`src/rtl/hitcap_pkg.sv`:
```
package hitcap_pkg;
  typedef enum logic [1:0] {
    PH_IDLE  = 2'd0,
    PH_TRAIN = 2'd1,
    PH_CONV  = 2'd2,
    PH_EMIT  = 2'd3
  } phase_t;
endpackage

```
`src/rtl/hc_bunch_timer.sv`:
```
// Bunch-crossing counter with a per-bunch capture lock.
module hc_bunch_timer #(
  parameter int BUNCH_W = 12
) (
  input  logic               clk,
  input  logic               rst,
  input  logic               clear,
  input  logic               tick,
  input  logic               mark,
  output logic [BUNCH_W-1:0] bunch_now,
  output logic               bunch_open
);
  localparam logic [BUNCH_W-1:0] BUNCH_MAX = '1;

  logic [BUNCH_W-1:0] cnt_q;
  logic [BUNCH_W-1:0] cnt_inc;
  logic               lock_q;

  // saturating step
  always_comb cnt_inc = (cnt_q == BUNCH_MAX) ? cnt_q : cnt_q + 1'b1;

  // a tick cycle already belongs to the new bunch
  always_comb begin
    bunch_now  = tick ? cnt_inc : cnt_q;
    bunch_open = tick | ~lock_q;
  end

  always_ff @(posedge clk) begin
    if (rst || clear) begin
      cnt_q  <= '0;
      lock_q <= 1'b0;
    end else begin
      if (tick) cnt_q <= cnt_inc;
      lock_q <= mark | (lock_q & ~tick);
    end
  end
endmodule

```
`src/rtl/hc_hit_store.sv`:
```
// Fixed-depth sample store: bunch number plus range bit per slot.
module hc_hit_store #(
  parameter int SLOTS   = 4,
  parameter int BUNCH_W = 12,
  parameter int SW      = $clog2(SLOTS),
  parameter int CW      = $clog2(SLOTS + 1)
) (
  input  logic               clk,
  input  logic               rst,
  input  logic               clear,
  input  logic               wr_en,
  input  logic               wr_range,
  input  logic [BUNCH_W-1:0] wr_bunch,
  input  logic [SW-1:0]      rd_slot,
  output logic               rd_range,
  output logic [BUNCH_W-1:0] rd_bunch,
  output logic [SLOTS-1:0]   slot_vld,
  output logic [CW-1:0]      fill,
  output logic               full
);
  localparam int ENT_W = BUNCH_W + 1;

  logic [ENT_W-1:0] mem [SLOTS];
  logic [CW-1:0]    fill_q;
  logic [SW-1:0]    wr_ptr;
  logic             we;

  always_comb begin
    full   = (fill_q == CW'(SLOTS));
    wr_ptr = fill_q[SW-1:0];
    we     = wr_en & ~full & ~clear;
    fill   = fill_q;
  end

  // small distributed RAM, no reset on contents
  always_ff @(posedge clk) begin
    if (we) mem[wr_ptr] <= {wr_range, wr_bunch};
  end

  always_comb {rd_range, rd_bunch} = mem[rd_slot];

  always_ff @(posedge clk) begin
    if (rst || clear) fill_q <= '0;
    else if (we)      fill_q <= fill_q + 1'b1;
  end

  for (genvar g = 0; g < SLOTS; g++) begin : g_vld
    always_ff @(posedge clk) begin
      if (rst || clear)                slot_vld[g] <= 1'b0;
      else if (we && wr_ptr == SW'(g)) slot_vld[g] <= 1'b1;
    end
  end
endmodule

```
`src/rtl/hc_wilkinson.sv`:
```
// Run-until-trip counter with saturation.
module hc_wilkinson #(
  parameter int ADC_W = 13
) (
  input  logic             clk,
  input  logic             rst,
  input  logic             run,
  input  logic             trip,
  output logic [ADC_W-1:0] count,
  output logic             done,
  output logic             ovf
);
  localparam logic [ADC_W-1:0] ADC_MAX = '1;

  logic [ADC_W-1:0] cnt_q;
  logic             at_max;

  always_comb begin
    at_max = (cnt_q == ADC_MAX);
    done   = run & (trip | at_max);
    ovf    = run & ~trip & at_max;
    count  = cnt_q;
  end

  always_ff @(posedge clk) begin
    if (rst || !run) cnt_q <= '0;
    else if (!done)  cnt_q <= cnt_q + 1'b1;
  end
endmodule

```
`src/rtl/train_hit_capture.sv`:
```
module train_hit_capture
  import hitcap_pkg::*;
#(
  parameter int SLOTS   = 4,
  parameter int BUNCH_W = 12,
  parameter int ADC_W   = 13
) (
  input  logic                                  clk,
  input  logic                                  rst,
  input  logic                                  bunch_tick_i,
  input  logic                                  train_start_i,
  input  logic                                  train_end_i,
  input  logic                                  event_cmp_i,
  input  logic                                  range_cmp_i,
  input  logic                                  ramp_cmp_i,
  output logic                                  conv_busy_o,
  output logic [$clog2(SLOTS)-1:0]              conv_slot_o,
  output logic                                  rec_valid_o,
  input  logic                                  rec_ready_i,
  output logic [$clog2(SLOTS)+BUNCH_W+ADC_W:0]  rec_data_o,
  output logic                                  rec_ovf_o
);
  localparam int SW    = $clog2(SLOTS);
  localparam int CW    = $clog2(SLOTS + 1);
  localparam int REC_W = SW + 1 + BUNCH_W + ADC_W;
  localparam logic [SW-1:0] LAST_SLOT = SW'(SLOTS - 1);

  phase_t             phase_q;
  logic [SW-1:0]      rd_slot_q;
  logic [SW-1:0]      next_slot;
  logic               rec_valid_q;
  logic [REC_W-1:0]   rec_data_q;
  logic               rec_ovf_q;

  logic [BUNCH_W-1:0] bunch_now;
  logic               bunch_open;
  logic               capture;
  logic               rd_range;
  logic [BUNCH_W-1:0] rd_bunch;
  logic [SLOTS-1:0]   slot_vld;
  logic [CW-1:0]      fill;
  logic               full;
  logic               conv_run;
  logic [ADC_W-1:0]   adc_count;
  logic               adc_done;
  logic               adc_ovf;
  logic               more_slots;

  always_comb begin
    capture = (phase_q == PH_TRAIN) & ~train_start_i & ~train_end_i &
              event_cmp_i & bunch_open & ~full;
    conv_run   = (phase_q == PH_CONV);
    next_slot  = rd_slot_q + 1'b1;
    more_slots = (rd_slot_q != LAST_SLOT) & slot_vld[next_slot];
  end

  hc_bunch_timer #(.BUNCH_W(BUNCH_W)) u_timer (
    .clk        (clk),
    .rst        (rst),
    .clear      (train_start_i),
    .tick       (bunch_tick_i),
    .mark       (capture),
    .bunch_now  (bunch_now),
    .bunch_open (bunch_open)
  );

  hc_hit_store #(.SLOTS(SLOTS), .BUNCH_W(BUNCH_W), .SW(SW), .CW(CW)) u_store (
    .clk      (clk),
    .rst      (rst),
    .clear    (train_start_i),
    .wr_en    (capture),
    .wr_range (range_cmp_i),
    .wr_bunch (bunch_now),
    .rd_slot  (rd_slot_q),
    .rd_range (rd_range),
    .rd_bunch (rd_bunch),
    .slot_vld (slot_vld),
    .fill     (fill),
    .full     (full)
  );

  hc_wilkinson #(.ADC_W(ADC_W)) u_wilk (
    .clk   (clk),
    .rst   (rst),
    .run   (conv_run),
    .trip  (ramp_cmp_i),
    .count (adc_count),
    .done  (adc_done),
    .ovf   (adc_ovf)
  );

  always_ff @(posedge clk) begin
    if (rst) begin
      phase_q     <= PH_IDLE;
      rd_slot_q   <= '0;
      rec_valid_q <= 1'b0;
      rec_data_q  <= '0;
      rec_ovf_q   <= 1'b0;
    end else if (train_start_i) begin
      phase_q     <= PH_TRAIN;
      rd_slot_q   <= '0;
      rec_valid_q <= 1'b0;
    end else begin
      unique case (phase_q)
        PH_TRAIN: begin
          if (train_end_i) begin
            rd_slot_q <= '0;
            phase_q   <= slot_vld[0] ? PH_CONV : PH_IDLE;
          end
        end
        PH_CONV: begin
          if (adc_done) begin
            rec_data_q  <= {rd_slot_q, rd_range, rd_bunch, adc_count};
            rec_ovf_q   <= adc_ovf;
            rec_valid_q <= 1'b1;
            phase_q     <= PH_EMIT;
          end
        end
        PH_EMIT: begin
          if (rec_ready_i) begin
            rec_valid_q <= 1'b0;
            if (more_slots) begin
              rd_slot_q <= next_slot;
              phase_q   <= PH_CONV;
            end else begin
              phase_q   <= PH_IDLE;
            end
          end
        end
        default: ;
      endcase
    end
  end

  always_comb begin
    conv_busy_o = conv_run;
    conv_slot_o = rd_slot_q;
    rec_valid_o = rec_valid_q;
    rec_data_o  = rec_data_q;
    rec_ovf_o   = rec_ovf_q;
  end
endmodule

```
`config.mk`:
```
export PLATFORM = sky130hd
export DESIGN_NAME = train_hit_capture
export DESIGN_NICKNAME = d
export VERILOG_FILES = /design/src/rtl/hitcap_pkg.sv /design/src/rtl/hc_bunch_timer.sv /design/src/rtl/hc_hit_store.sv /design/src/rtl/hc_wilkinson.sv /design/src/rtl/train_hit_capture.sv
export SDC_FILE = /design/constraint.sdc
export NUM_CORES = 1
export LEC_CHECK = 0
export ABC_CLOCK_PERIOD_IN_PS = 3000
export CAP_MARGIN = 5
export CELL_PAD_IN_SITES_DETAIL_PLACEMENT = 0
export CELL_PAD_IN_SITES_GLOBAL_PLACEMENT = 1
export CORE_MARGIN = 10
export CORE_UTILIZATION = 30
export DETAILED_ROUTE_END_ITERATION = 10
export GPL_TIMING_DRIVEN = 0
export PLACE_DENSITY_LB_ADDON = 0.1
export REMOVE_ABC_BUFFERS = 1
export SLEW_MARGIN = 30
export SYNTH_ARGS = -nofsm -noshare
export SYNTH_HDL_FRONTEND = slang
export SYNTH_SLANG_ARGS = --single-unit
```
`constraint.sdc`:
```
create_clock -name clk -period 3 [get_ports clk]
set_clock_uncertainty 0.15 [all_clocks]
set_input_delay 0.3 -clock clk [delete_from_list [all_inputs] [get_ports clk]]
set_output_delay 0.3 -clock clk [all_outputs]
set_load 0.02 [all_outputs]
```
==> key figures <==
Finish
  – Non-Filler Cell Area, Final: 6250 sq um
  – Most common cell after layout, fill and taps aside: dfxtp_1
  – Final nets: about 480
  – Diodes inserted: 0
  – FILL cells: about 1600
  – Commonest non-fill, non-tap cells in the layout: dfxtp_1 (66), edfxtp_1 (52), clkdlybuf4s50_1 (40), a21oi_1 (38), nand3_1 (36)
  – Layout cells sized above 1: 0.133
  – Area grow syn2layout: 23.8%

Synthesis
  – Post-synth EDFFs: 52
  – Ys Warns: 0
  – Top_reg_cell synth: dfxtp_1
  – Distinct cells, synth: between 50 and 60
  – Seq/Total Area, Yosys: 0.575
  – Ys async rst share: 0
  – Syn_area_per_cell: ~12 sq um
  – Mapped cell area: 5050 sq um
  – Gate Count Post-Synth: 430
  – Flops & latches, synth: approximately 120

Worst hold path
  – HP Class: in2reg

Floorplanning
  – FP Rows: 47
  – Die area: 22400 sq um
  – Die Y: between 100 and 150 microns
  – Core Region: around 17000 sq um
  – Initial Util: 0.306
  – Die width: 150 microns
  – Number of I/O pins: between 40 and 50

Timing
  – Fmax: between 300 and 400 MHz
  – Min cycle time layout: roughly 2.7 ns
  – Hold Violations, Final: 0
  – Rel. slew slack: 0.362
  – RSZ-0062 raised after global routing: false
  – Final Max Slew Viols: 0
  – Final worst-path cycle share: 0.916
  – Finish-stage setup viols: 0
  – Slew at the pin with the worst max-slew slack: around 0.96 ns
  – Final worst slack: 0.252 ns
  – Sum Neg Setup Slack: 0 ns

Setup path
  – Setup crit start kind: input pin
  – CP endpoint kind: flop
  – Crit path max fanout: 14
  – Crit path arrival time: approximately 2.6 ns
  – Critical Path RT: about 2.9 ns
  – WS Path Type: in2reg

Clock tree
  – Clk Latency, worst-skew pair: between 0.4 and 0.5 ns
  – Root Driver: clkbuf_16
  – CTS buffer count: 17
  – # hold bufs at CTS: 0
  – Htree depth: 4
  – CTS sink count: between 100 and 150
  – Worst-path clk slew: about 0.050 ns
  – CTS tree: done
  – Clk buf depth: 2

Global routing
  – Gr usage total: 0.113
  – First-pass GRT wire length: 19.4 mm
  – GR Overflow Total: 0
  – Initial antenna violation count: 0
  – Largest net degree at the start of global routing: 32
  – Vias in the first global route: around 3400

Placed design
  – Port bufs: 41
  – Placer Congestion: a little under 0.8
  – DP Area: 5660 sq um
  – Post-place setup slack: -0.338 ns
  – DP HPWL: between 7 and 8 mm

Routing
  – DRT antenna net count: 0
  – Via count: ~3400
  – Vias/cell: ~5
  – Detailed Route Iter0 Violations: a little over 200
  – Wire per inst: around 17 microns
  – TritonRoute pass-1 iters: 4
  – Total wire length: between 10 and 15 mm
  – DRC Markers: 0

Pwr
  – PwrDens: between 500 and 600 nW/um^2
  – Final Power: between 3000 and 4000 uW
  – IR drop worst, VDD: roughly 0.42 mV
  – Leak: 0.00205 uW

Flow run
  – Maxcap violations: 0

Outcome
  – Outcome: complete, no violations
-- area by class of cell --
type	instances	area, sq um	share of cell area
inverter	3	11.3	0.00180
sequential	119	2900	0.464
timing repair buffer	44	475	0.0760
multi-input combinational	277	2010	0.322
clock buffer	20	437	0.0698
tap	220	275	0.0440
clock inverter	12	135	0.0216
-- worst paths after layout --
| check | cells past startpoint | end | startpoint | slack (ns) |
|---|---|---|---|---|
| max | 4 | u_store.mem[1][6] | train_start_i | 0.25 |
| min | 2 | rec_data_o[25] | rst | 0.17 |
| max reg2reg | 4 | u_store.mem[1][6] | u_store.fill[0] | 0.39 |
| min reg2reg | 1 | u_store.slot_vld[3] | u_store.slot_vld[3] | 0.31 |
-- metrics by stage --
step | hold WS, ns | util | cells
3_3_place_gp | 0.299 | 0.338 | 660
5_1_grt | 0.192 | 0.378 | 695
3_5_place_dp | 0.301 | 0.343 | 662
4_1_cts | 0.160 | 0.377 | 694
6_report | 0.166 | 0.378 | 695
2_1_floorplan | 0.219 | - | 399
-- power breakdown --
group | switching, uW | internal, uW | total [uW]
registers | 4.00 | 1690 | 1690
logic | 48.0 | 27.3 | 75.3
clock network | 696 | 1290 | 1980
-- flip-flops by register name (all words and copies together) (netlist names), 2 cells and up --
signal,count
phase_q,2
u_wilk.count,13
u_timer.cnt_q,12
u_store.fill,3
rec_data_o,28
u_store.mem,52
conv_slot_o,2
u_store.slot_vld,4
-- layer usage --
metal / track usage / up-vias / part of all wire
met1: 0.137 / 1633 / 0.45
met2: 0.187 / 53 / 0.50
met5: 0 / - / 0
li1: - / 1700 / -
met4: 0.0437 / 0 / 0.011
met3: 0.0308 / 11 / 0.038
-- cells in the mapped netlist, types with 8 or more instances --
cell | count | area (sq um)
buf_2 | 8 | 40.0
a21oi_1 | 38 | 190
mux2i_1 | 9 | 90.1
nand3_1 | 36 | 180
nor2_1 | 10 | 37.5
nand4_1 | 12 | 75.1
nand2b_1 | 10 | 62.6
nand2_1 | 23 | 86.3
edfxtp_1 | 52 | 1560
and2_1 | 11 | 68.8
mux4_2 | 14 | 315
o21ai_0 | 31 | 155
dfxtp_1 | 67 | 1340
clkbuf_1 | 18 | 67.6
-- timing repair --
item                                    CTS  global route
setup buffers                             0             0
endpoints found under the setup margin    0             1
gates resized for setup                   0             1
endpoints found under the hold margin     0             0
-- logic make-up (layout without fill, tap and decap cells) --
family / count (synthesis) / count (layout) / synth area share
flip-flops: 119 / 119 / 0.575
AO/OA/AOI/OAI: 99 / 99 / 0.120
AND/OR/NAND/NOR: 136 / 136 / 0.153
XOR/XNOR: 9 / 9 / 0.0156
adder cells (fa/ha/maj): 7 / 7 / 0.0173
buffers and inverters: 34 / 79 / 0.0327
multiplexers: 26 / 26 / 0.0869
-- worst max-delay path, cell delays in order --
cell and delay, ns:
clkdlybuf4s50_1 0.63, or3b_4 0.51, a2111oi_4 0.42, and2_1 0.75
Power figures use the tool's default switching activity.
